==> src/rtl/gq_pkg.sv <==
package gq_pkg;
  localparam int GQ_PINS      = 8;
  localparam int GQ_PERIOD_W  = 8;
  localparam int GQ_SHORT     = 3;
  localparam int GQ_LONG      = 6;
endpackage

==> src/rtl/gq_sync.sv <==
module gq_sync #(
  parameter int W = 8
) (
  input  logic         clk,
  input  logic         rst_n,
  input  logic [W-1:0] d_async,
  output logic [W-1:0] d_sync
);
  logic [W-1:0] meta;

  always_ff @(posedge clk or negedge rst_n) begin
    if (!rst_n) begin
      meta   <= '0;
      d_sync <= '0;
    end else begin
      meta   <= d_async;
      d_sync <= meta;
    end
  end
endmodule

==> src/rtl/gq_strobe.sv <==
module gq_strobe #(
  parameter int PW = 8
) (
  input  logic          clk,
  input  logic          rst_n,
  input  logic [PW-1:0] period_in,
  output logic          stb
);
  localparam int CW = PW + 1;

  logic [PW-1:0] per_act;
  logic [CW-1:0] cnt;
  logic [CW-1:0] limit;

  always_comb begin
    if (per_act == '0) limit = '0;
    else               limit = {per_act, 1'b0} - {{PW{1'b0}}, 1'b1};
  end

  assign stb = (cnt == limit);

  // The period is taken up only at a strobe, so a new value never cuts a window short.
  always_ff @(posedge clk or negedge rst_n) begin
    if (!rst_n) begin
      cnt     <= '0;
      per_act <= '0;
    end else if (stb) begin
      cnt     <= '0;
      per_act <= period_in;
    end else begin
      cnt <= cnt + {{PW{1'b0}}, 1'b1};
    end
  end

  a_r2_zero_every_cycle: assert property (@(posedge clk) disable iff (!rst_n)
    (per_act == '0) |-> stb);

  a_r3_restart_after_strobe: assert property (@(posedge clk) disable iff (!rst_n)
    stb |=> (cnt == '0));
endmodule

==> src/rtl/gq_filter.sv <==
module gq_filter #(
  parameter int SHORT = 3,
  parameter int LONG  = 6
) (
  input  logic clk,
  input  logic rst_n,
  input  logic stb,
  input  logic smp,
  input  logic six_sel,
  input  logic bypass,
  output logic q
);
  localparam int HW = LONG - 1;

  logic [HW-1:0]    hist;
  logic [SHORT-1:0] win_s;
  logic [LONG-1:0]  win_l;
  logic             agree;

  assign win_s = {hist[SHORT-2:0], smp};
  assign win_l = {hist, smp};

  always_comb begin
    if (six_sel) agree = (&win_l) | ~(|win_l);
    else         agree = (&win_s) | ~(|win_s);
  end

  always_ff @(posedge clk or negedge rst_n) begin
    if (!rst_n) begin
      hist <= '0;
      q    <= 1'b0;
    end else begin
      if (stb) hist <= {hist[HW-2:0], smp};
      if (bypass)            q <= smp;
      else if (stb && agree) q <= smp;
    end
  end

  a_r8_change_on_strobe: assert property (@(posedge clk) disable iff (!rst_n)
    ((q != $past(q)) && !$past(bypass)) |-> $past(stb));

  a_r5_moves_to_sample: assert property (@(posedge clk) disable iff (!rst_n)
    ((q != $past(q)) && !$past(bypass)) |-> (q == $past(smp)));

  a_r6_bypass_tracks: assert property (@(posedge clk) disable iff (!rst_n)
    $past(bypass) |-> (q == $past(smp)));
endmodule

==> src/rtl/gpio_qual_grp.sv <==
module gpio_qual_grp
  import gq_pkg::*;
#(
  parameter int PINS     = GQ_PINS,
  parameter int PERIOD_W = GQ_PERIOD_W
) (
  input  logic                clk,
  input  logic                rst_n,
  input  logic [PINS-1:0]     pin_raw,
  input  logic [PERIOD_W-1:0] qual_period,
  input  logic [PINS-1:0]     six_sel,
  input  logic [PINS-1:0]     sync_only,
  output logic [PINS-1:0]     pin_q
);
  logic [PINS-1:0] pin_s;
  logic            stb;

  gq_sync #(.W(PINS)) u_sync (
    .clk(clk), .rst_n(rst_n), .d_async(pin_raw), .d_sync(pin_s)
  );

  gq_strobe #(.PW(PERIOD_W)) u_stb (
    .clk(clk), .rst_n(rst_n), .period_in(qual_period), .stb(stb)
  );

  for (genvar i = 0; i < PINS; i++) begin : g_pin
    gq_filter #(.SHORT(GQ_SHORT), .LONG(GQ_LONG)) u_flt (
      .clk(clk), .rst_n(rst_n), .stb(stb), .smp(pin_s[i]),
      .six_sel(six_sel[i]), .bypass(sync_only[i]), .q(pin_q[i])
    );
  end

  a_r1_reset_clear: assert property (@(posedge clk) !rst_n |-> (pin_q == '0));
endmodule

==> config.mk <==
export PLATFORM = sky130hd
export DESIGN_NAME = gpio_qual_grp
export DESIGN_NICKNAME = d
export VERILOG_FILES = /design/src/rtl/gq_pkg.sv /design/src/rtl/gq_sync.sv /design/src/rtl/gq_strobe.sv /design/src/rtl/gq_filter.sv /design/src/rtl/gpio_qual_grp.sv
export SDC_FILE = /design/constraint.sdc
export NUM_CORES = 1
export LEC_CHECK = 0
export BUFFER_PORTS_ARGS = -buffer_cell sky130_fd_sc_hd__buf_2
export CORE_AREA = 2 2 117 119
export DETAILED_ROUTE_END_ITERATION = 8
export DIE_AREA = 0 0 119 121
export PLACE_DENSITY = 0.52
export SYNTH_ARGS = -nofsm -noshare
export SYNTH_HDL_FRONTEND = slang
export SYNTH_SLANG_ARGS = --single-unit
==> constraint.sdc <==
create_clock -name clk -period 3.44 [get_ports clk]
set_clock_uncertainty 0.15 [all_clocks]
set_input_delay 0.516 -clock clk [delete_from_list [all_inputs] [get_ports clk]]
set_output_delay 0.516 -clock clk [all_outputs]
set_load 0.03 [all_outputs]
==> flow_metrics.py, run 1 <==
metrics = {
    "run_status": {
        "status": "completed",
    },
    "pwr": {
        "seqPwrFrac_pct": 42.8,
        "power.density_nw_per_um2": 667,
        "switching_share_pct": 31.9,
        "cellLeakagePower_nw": 1.97,
        "p_switching_mw": 0.931,
        "cell_internal_pwr_mw": 1.99,
        "combPwrFrac_pct": 23.7,
        "vdd_drop_max_mv": 0.286,
        "clkPwrFrac_pct": 33.5,
    },
    "routing": {
        "antenna_left": 0,
        "drt_wl_total_mm": 7.34,
        "first_iter_violations": 45,
        "num_vias": 2403,
        "wl_per_cell_um": 14.5,
        "drc_errors": 0,
        "via_per_inst": 4.76,
        "drt_pass1_iterations": 4,
    },
    "placed_design": {
        "dpl_cell_area_um2": 4070,
        "io_buffers": 41,
        "place_hpwl_mm": 4.83,
        "gp_congestion": 0.776,
        "place_ws_ns": 0.403,
    },
    "die": {
        "core_area_um2": 13100,
        "start_util_pct": 28.7,
        "dieWidth_um": 119,
        "io_pins": 42,
        "die-area_um2": 14400,
        "num_rows": 42,
        "die_y_um": 121,
    },
    "clocking": {
        "cts_root_buf": "clkbuf_16",
        "numClockSinks": 81,
        "cts.path.max_buffers": 2,
        "cts_buffers": 9,
        "cts_setup_buffers": 0,
        "cts_resized": 0,
        "cts.clk_slew.worst_paths_ns": 0.06,
        "cts_tree": "done",
        "htreeDepth": 3,
        "postCtsHoldBufs": 0,
        "clk_latency_ns": 0.33,
    },
    "setup_path": {
        "worstPathArrival_ns": 3.13,
        "r2r_setup_slack_ns": 0.38,
        "cp_max_fo": 31,
        "crit_path_end_kind": "flip-flop",
        "required_ns": 3.51,
        "rr_worst_depth": 9,
        "rr_startpoint": "u_stb.per_act[0]",
        "worst-setup-path-type": "flip-flop to flip-flop",
        "rr_endpoint": "g_pin[2].u_flt.hist[0]",
        "worstSetupStartpointType": "flip-flop",
    },
    "sta": {
        "fmax_mhz": 327,
        "setup_slack_ns": 0.378,
        "worst_slew_pin_slew_ns": 1.02,
        "hold_ws_ns": 0.133,
        "hold_violations": 0,
        "rsz0062_at_grt": "no",
        "fin_crit_ns": 3.06,
        "post-route-period-util_pct": 89.0,
        "drv_slew": 0,
        "setup_viol": 0,
        "tns_ns": 0,
        "slew_headroom_pct": 31.7,
    },
    "job": {
        "drv_cap": 0,
    },
    "logic_synthesis": {
        "synth-compound-area-share_pct": 10.9,
        "synthCells": 291,
        "synth_cell_type_count": 45,
        "synthAdderAreaFrac_pct": 0.666,
        "seq_area_frac_synth_pct": 53.9,
        "synth_top_flop_cell": "dfrtp_1",
        "ys_ff_latch": 81,
        "avgSynthCellArea_um2": 12.9,
        "syn_area_um2": 3760,
        "synth_warnings": 0,
        "synth_edf_count": 0,
        "yosys.area_share.simple_pct": 9.29,
        "syn-num-nets": 327,
        "async_flop_share_pct": 100,
        "synth_top_family_by_area": "multiplexers",
        "yosys-mux-area-fraction_pct": 17.7,
        "synth_xor_area_share_pct": 3.03,
    },
    "global_route": {
        "gr-total-overflow": 0,
        "antenna_found_initial": 0,
        "grt_pass1_wl_mm": 12.2,
        "grt_use_total_pct": 11.0,
        "grt_max_degree": 82,
        "first_global_vias": 2415,
    },
    "hold_path": {
        "hold_end": "u_sync.meta[7]",
        "worstHoldPathCells": 1,
        "hp-class": "primary input to flip-flop",
        "worstHoldStart": "pin_raw[7]",
    },
    "cells_and_area": {
        "nets": 361,
        "diodes": 0,
        "seq_area_um2": 2030,
        "multi_input_area_um2": 1560,
        "drive_gt1_share_pct": 37.7,
        "syn_to_final_growth_pct": 16.4,
        "num-fill-cells": 1327,
        "fin_area_um2": 4380,
    },
}
sequential cells by signal, summed over array words and instances (netlist names):
name              flops
u_sync.d_sync         8
g_pin.u_flt.hist     40
g_pin.u_flt.q         8
u_sync.meta           8
u_stb.per_act         8
u_stb.cnt             9
critical path: stages (launching register included):
cell and delay, ns:
dfrtp_1 0.44, inv_1 0.09, ha_1 0.31, or4b_4 0.54
and3_1 0.18, o211ai_1 0.28, a22oi_4 0.09, nand3_2 0.08
buf_4 0.38, mux2_2 0.39
kinds of logic after synthesis:
family                   Yosys count
adder cells (fa/ha/maj)            2
multiplexers                      56
AND/OR/NAND/NOR                   61
flip-flops                        81
buffers and inverters             28
AO/OA/AOI/OAI                     50
XOR/XNOR                          13
cell usage in the layout, fill, tap and decap left out, types with 3 or more instances in the layout:
master	count
a31oi_1	8
a41oi_1	8
buf_2	40
buf_4	6
clkbuf_16	9
dfrtp_1	81
inv_1	5
mux2_2	47
mux2_4	9
nand2_1	12
nand3_1	15
nand4_1	9
nor2_1	6
nor3_1	3
o21ai_0	5
o31a_1	8
o41ai_1	9
xnor2_1	7
xor2_1	6
synthesized netlist by cell type (4+ instances only):
cell,number,area [um2]
xor2_1,6,52.6
mux2_4,9,135
xnor2_1,7,61.3
clkbuf_1,4,15.0
dfrtp_1,81,2030
a41oi_1,8,70.1
nor2_1,6,22.5
o31a_1,8,70.1
nand2_1,12,45.0
nand4_1,9,56.3
buf_2,7,35.0
buf_4,9,67.6
mux2_2,47,529
o21ai_0,5,25.0
nand3_1,15,75.1
o41ai_1,9,78.8
inv_1,5,18.8
a31oi_1,8,50.1
area by class of cell:
| type | count | share of cell area (%) |
|---|---|---|
| inverter | 5 | 0.429 |
| tap | 176 | 5.03 |
| sequential | 81 | 46.3 |
| timing repair buffer | 46 | 5.60 |
| clock buffer | 11 | 5.77 |
| clock inverter | 4 | 1.17 |
| multi-input combinational | 182 | 35.7 |
power groups by stage:
stage / clock [mW] / sequential [mW] / combinational, mW
after floorplan: 0 / 1.18 / 0.599
after global placement: 0 / 1.26 / 0.694
after detailed placement: 0 / 1.27 / 0.694
after CTS: 1.01 / 1.25 / 0.699
after global routing: 1.05 / 1.28 / 0.774
final: 0.978 / 1.25 / 0.693
worst max-delay path by stage:
stage	startpoint	end	depth (start not counted)
6_report	u_stb.per_act[0]	g_pin[2].u_flt.hist[0]	9
5_1_grt	u_stb.per_act[0]	g_pin[4].u_flt.hist[2]	9
4_1_cts	u_stb.per_act[0]	g_pin[4].u_flt.hist[2]	9
3_5_place_dp	u_stb.per_act[0]	g_pin[2].u_flt.hist[0]	9
3_3_place_gp	u_stb.per_act[0]	g_pin[7].u_flt.hist[4]	9
2_1_floorplan	u_stb.per_act[0]	g_pin[4].u_flt.hist[0]	10
through the flow:
step | cells | util, % | power, mW
after floorplan | 291 | - | 1.78
after global placement | 490 | 31.1 | 1.96
after detailed placement | 490 | 31.1 | 1.96
after CTS | 505 | 33.4 | 2.96
after global routing | 505 | 33.4 | 3.10
final | 505 | 33.4 | 2.92
metal layers:
layer | wire length, um | vias to the layer above | GRT usage, %
li1 | - | 1151 | -
met1 | 3550 | 1194 | 14.4
met2 | 3350 | 45 | 16.9
met3 | 279 | 13 | 2.58
met4 | 165 | 0 | 6.03
met5 | 0 | - | 0
No activity file was read; power rests on OpenSTA's default activity.
==> run 2: changes to the inputs <==
--- a/config.mk
+++ b/config.mk
@@ -9,7 +9,6 @@
 export CORE_AREA = 2 2 117 119
 export DETAILED_ROUTE_END_ITERATION = 8
 export DIE_AREA = 0 0 119 121
-export PLACE_DENSITY = 0.52
 export SYNTH_ARGS = -nofsm -noshare
 export SYNTH_HDL_FRONTEND = slang
 export SYNTH_SLANG_ARGS = --single-unit
==> run 2 against run 1 <==
Register-to-register slack better by 0.03 ns. Flip-flop and latch count stayed put. Combinational power about the same. Cell count increased by 0.20%. Via count increased by 1.5%. Cell area fell by 0.34%.
==> flow_metrics.py, run 2 (synthesis gave the netlist of run 1 again) <==
metrics = {
    "run_status": {
        "status": "completed",
    },
    "sta": {
        "post-route-period-util_pct": 88.2,
        "worst_slew_pin_slew_ns": 1.01,
        "setup_viol": 0,
        "hold_violations": 0,
        "drv_slew": 0,
        "tns_ns": 0,
        "slew_headroom_pct": 32.7,
        "fmax_mhz": 329,
        "rsz0062_at_grt": "no",
        "fin_crit_ns": 3.04,
    },
    "pwr": {
        "power.density_nw_per_um2": 658,
        "cellLeakagePower_nw": 1.96,
        "vdd_drop_max_mv": 0.287,
    },
    "setup_path": {
        "worstPathArrival_ns": 3.10,
        "worst-setup-path-type": "flip-flop to flip-flop",
        "crit_path_end_kind": "flip-flop",
        "rr_endpoint": "g_pin[4].u_flt.hist[2]",
        "required_ns": 3.51,
        "cp_max_fo": 29,
        "rr_worst_depth": 9,
        "r2r_setup_slack_ns": 0.40,
        "rr_startpoint": "u_stb.per_act[0]",
        "worstSetupStartpointType": "flip-flop",
    },
    "routing": {
        "antenna_left": 0,
        "num_vias": 2439,
        "via_per_inst": 4.82,
        "drc_errors": 0,
        "drt_pass1_iterations": 4,
        "drt_wl_total_mm": 7.40,
        "wl_per_cell_um": 14.6,
        "first_iter_violations": 147,
    },
    "cells_and_area": {
        "nets": 361,
        "diodes": 0,
        "largest-register": "g_pin.u_flt.hist",
        "top_regs": "g_pin.u_flt.hist x40, u_stb.cnt x9",
        "layout_common_cells": "81 x dfrtp_1, 47 x mux2_2, 40 x buf_2",
        "syn_to_final_growth_pct": 16.0,
        "drive_gt1_share_pct": 37.3,
        "layout.cells.non_filler": 506,
        "largest_reg_flops": 40,
        "layout_commonest_cell": "dfrtp_1",
    },
    "global_route": {
        "grt_max_degree": 82,
        "first_global_vias": 2522,
        "grt_pass1_wl_mm": 12.5,
        "gr-total-overflow": 0,
        "grt_use_total_pct": 10.9,
        "antenna_found_initial": 0,
    },
    "clocking": {
        "cts_buffers": 9,
        "cts_tree": "done",
        "clk_latency_ns": 0.33,
        "cts_root_buf": "clkbuf_16",
        "postCtsHoldBufs": 0,
        "cts.clk_slew.worst_paths_ns": 0.06,
        "cts_resized": 0,
        "htreeDepth": 3,
        "cts.path.max_buffers": 2,
        "cts_setup_buffers": 0,
        "numClockSinks": 81,
    },
    "die": {
        "dieWidth_um": 119,
        "core_area_um2": 13100,
        "io_pins": 42,
        "die-area_um2": 14400,
        "die_y_um": 121,
        "start_util_pct": 28.7,
        "num_rows": 42,
    },
    "placed_design": {
        "place_inst": 490,
        "io_buffers": 41,
        "gp_congestion": 0.849,
        "place_hpwl_mm": 4.99,
    },
    "hold_path": {
        "worstHoldPathCells": 1,
        "hold_end": "u_sync.meta[4]",
        "worstHoldStart": "pin_raw[4]",
        "hp-class": "primary input to flip-flop",
    },
    "job": {
        "drv_cap": 0,
    },
}
-- run 2: critical path, stage by stage, from the launching register on --
cell	delay, ns
dfrtp_1	0.44
inv_1	0.08
ha_1	0.30
or4b_4	0.54
o211ai_1	0.19
o21ai_0	0.11
o211a_1	0.24
nand3_2	0.08
buf_4	0.37
mux2_2	0.39
-- run 2: through the flow --
step / worst slack (ns) / instance area (um2) / total power, mW / utilization, % / hold WS (ns)
after global routing: 0.222 / 4360 / 3.02 / 33.3 / 0.120
after detailed placement: 0.413 / 4070 / 1.96 / 31.1 / 0.185
final: 0.404 / 4360 / 2.87 / 33.3 / 0.130
after global placement: 0.493 / 4070 / 1.95 / 31.1 / 0.184
after CTS: 0.384 / 4360 / 2.90 / 33.3 / 0.121
after floorplan: 0.587 / 3760 / 1.78 / - / 0.0704
-- run 2: how the worst max path moves through the flow --
stage	startpoint	to
6_report	u_stb.per_act[0]	g_pin[4].u_flt.hist[2]
5_1_grt	u_stb.per_act[0]	g_pin[4].u_flt.hist[4]
4_1_cts	u_stb.per_act[0]	g_pin[4].u_flt.hist[2]
3_5_place_dp	u_stb.per_act[0]	g_pin[3].u_flt.hist[3]
3_3_place_gp	u_stb.per_act[0]	g_pin[3].u_flt.hist[1]
2_1_floorplan	u_stb.per_act[0]	g_pin[4].u_flt.hist[0]
-- run 2: power by group --
group          total [mW]  internal (mW)  switching (mW)
Combinational       0.691          0.317           0.373
Clock               0.928          0.561           0.367
Sequential           1.25           1.07           0.179
Total                2.87           1.95           0.919
-- run 2: cell type report --
type / instances / area (um2)
inverter: 5 / 18.8
sequential: 81 / 2030
timing repair buffer: 46 / 245
clock buffer: 11 / 233
fill: 1275 / 8720
clock inverter: 5 / 56.3
multi-input combinational: 182 / 1560
tap: 176 / 220
-- run 2: metal layers --
metal	track usage [%]	up-vias	part of all wire, %
li1	-	1160	-
met1	13.2	1223	44
met2	19.0	42	51
met3	2.44	14	2.9
met4	4.39	0	1.9
met5	0	-	0
==> run 3: changes to the inputs <==
--- a/config.mk
+++ b/config.mk
@@ -9,6 +9,7 @@
 export CORE_AREA = 2 2 117 119
 export DETAILED_ROUTE_END_ITERATION = 8
 export DIE_AREA = 0 0 119 121
+export PLACE_DENSITY_LB_ADDON = 0.1
 export SYNTH_ARGS = -nofsm -noshare
 export SYNTH_HDL_FRONTEND = slang
 export SYNTH_SLANG_ARGS = --single-unit
==> constraint.sdc (replaced) <==
create_clock -name clk -period 3.2 [get_ports clk]
set_clock_uncertainty 0.15 [all_clocks]
set_input_delay 0.48 -clock clk [delete_from_list [all_inputs] [get_ports clk]]
set_output_delay 0.48 -clock clk [all_outputs]
set_load 0.03 [all_outputs]
==> run 3 against run 2 <==
Highest routed layer unchanged. Critical endpoint is now g_pin[5].u_flt.hist[2]. Setup slack lost 0.16 ns. Largest cell class unchanged. Non-clock buffer count grew 7. Utilization grew 0.67 points. Die area is the same.
==> flow_metrics.py, run 3 (synthesis gave the netlist of run 1 again) <==
metrics = {
    "routing": {
        "drt_pass1_iterations": 4,
        "drt_wl_total_mm": 7.40,
        "num_vias": 2405,
        "wl_per_cell_um": 14.4,
        "drc_errors": 0,
        "via_per_inst": 4.69,
        "first_iter_violations": 126,
        "antenna_left": 0,
    },
    "clocking": {
        "cts.path.max_buffers": 2,
        "cts.clk_slew.worst_paths_ns": 0.06,
        "cts_root_buf": "clkbuf_16",
        "cts_buffers": 9,
        "numClockSinks": 81,
        "clk_latency_ns": 0.33,
        "cts_tree": "done",
        "cts_setup_buffers": 0,
        "htreeDepth": 3,
    },
    "setup_path": {
        "crit_path_end_kind": "flip-flop",
        "worst-setup-path-type": "flip-flop to flip-flop",
        "r2r_setup_slack_ns": 0.24,
        "worstPathArrival_ns": 3.03,
        "required_ns": 3.27,
        "worstSetupStartpointType": "flip-flop",
        "cp_max_fo": 13,
    },
    "placed_design": {
        "io_buffers": 41,
        "place_inst": 496,
        "place_hpwl_mm": 5.07,
        "gp_congestion": 0.717,
    },
    "sta": {
        "worst_slew_pin_slew_ns": 0.525,
        "rsz0062_at_grt": "no",
        "fin_crit_ns": 2.96,
        "drv_slew": 0,
        "tns_ns": 0,
        "hold_violations": 0,
        "slew_headroom_pct": 64.5,
        "setup_viol": 0,
        "hold_ws_ns": 0.102,
        "post-route-period-util_pct": 92.5,
        "fmax_mhz": 338,
    },
    "global_route": {
        "grt_use_total_pct": 11.2,
        "gr-total-overflow": 0,
        "first_global_vias": 2404,
        "antenna_found_initial": 0,
        "grt_max_degree": 37,
        "grt_pass1_wl_mm": 12.4,
    },
    "die": {
        "dieWidth_um": 119,
        "io_pins": 42,
        "die-area_um2": 14400,
        "start_util_pct": 28.7,
        "num_rows": 42,
        "die_y_um": 121,
        "core_area_um2": 13100,
    },
    "cells_and_area": {
        "layout.cells.non_filler": 513,
        "drive_gt1_share_pct": 38.3,
        "layout_commonest_cell": "dfrtp_1",
        "layout_common_cells": "81 x dfrtp_1, 47 x mux2_2, 40 x buf_2",
        "diodes": 0,
        "num-fill-cells": 1338,
        "syn_to_final_growth_pct": 18.4,
        "largest_reg_flops": 40,
        "largest-register": "g_pin.u_flt.hist",
        "top_regs": "g_pin.u_flt.hist x40, u_stb.cnt x9",
        "nets": 368,
    },
    "hold_path": {
        "hp-class": "primary input to flip-flop",
    },
    "pwr": {
        "fin_total_pwr_mw": 3.17,
        "cellLeakagePower_nw": 2.01,
        "vdd_drop_max_mv": 0.272,
        "power.density_nw_per_um2": 713,
    },
    "job": {
        "drv_cap": 0,
    },
    "run_status": {
        "status": "completed",
    },
}
-- run 3: changes by cell type in the layout (fill, tap and decap cells not counted) --
cell	change
dlygate4sd3_1	+1
buf_4	+5
clkinvlp_4	-1
buf_12	+1
clkbuf_8	+3
clkinv_2	-1
clkinv_4	-1
-- run 3: metal layers --
layer | GRT usage, % | vias to the layer above | routed length (um)
met1 | 15.5 | 1182 | 3750
met2 | 16.3 | 45 | 3220
met3 | 2.82 | 11 | 286
met4 | 5.36 | 0 | 146
li1 | - | 1167 | -
met5 | 0 | - | 0
-- run 3: report_power, final --
part           switching, mW  internal, mW  total (mW)  leakage [nW]
Clock                  0.381         0.667        1.05         0.153
Sequential             0.185          1.15        1.34          1.04
Combinational          0.414         0.372       0.786         0.816
Total                  0.980          2.19        3.17          2.01
-- run 3: worst paths after layout --
check,startpoint,depth (start not counted),to
worst min register to register,u_sync.meta[2],0,u_sync.d_sync[2]
worst min-delay path,pin_raw[4],1,u_sync.meta[4]
worst max register to register,u_stb.per_act[1],9,g_pin[5].u_flt.hist[2]
max in group asynchronous,rst_n,3,g_pin[7].u_flt.q
min in group asynchronous,rst_n,2,u_stb.per_act[1]
worst max-delay path,u_stb.per_act[1],9,g_pin[5].u_flt.hist[2]
-- run 3: critical path, stage by stage, from the launching register on --
cell and delay, ns:
dfrtp_1 0.43, inv_1 0.08, ha_1 0.24, or4b_4 0.53, nor4b_2 0.27, o211ai_1 0.15, a22oi_4 0.30, nand3_2 0.16
buf_4 0.24, mux2_4 0.31
-- run 3: final cells by class --
cell class              count  area (um2)  area share [%]
repair buffers             53         313            7.03
well taps                 176         220            4.95
clock inverters             2        35.0           0.787
inverters                   5        18.8           0.422
clock buffers              14         274            6.16
flip-flops and latches     81        2030            45.6
multi-input cells         182        1560            35.1
-- run 3: timing repair --
action                    CTS  global route
resized for setup           0             0
hold buffers                1             0
hold endpoints to repair   31             0
-- run 3: stage by stage --
step                cell area (um2)  worst slack (ns)  utilization [%]
finish                         4450             0.241             34.0
global route                   4450            0.0346             34.0
CTS                            4450             0.230             34.0
detailed placement             4130             0.248             31.6
global placement               4130             0.313             31.6
floorplan                      3760             0.347                -
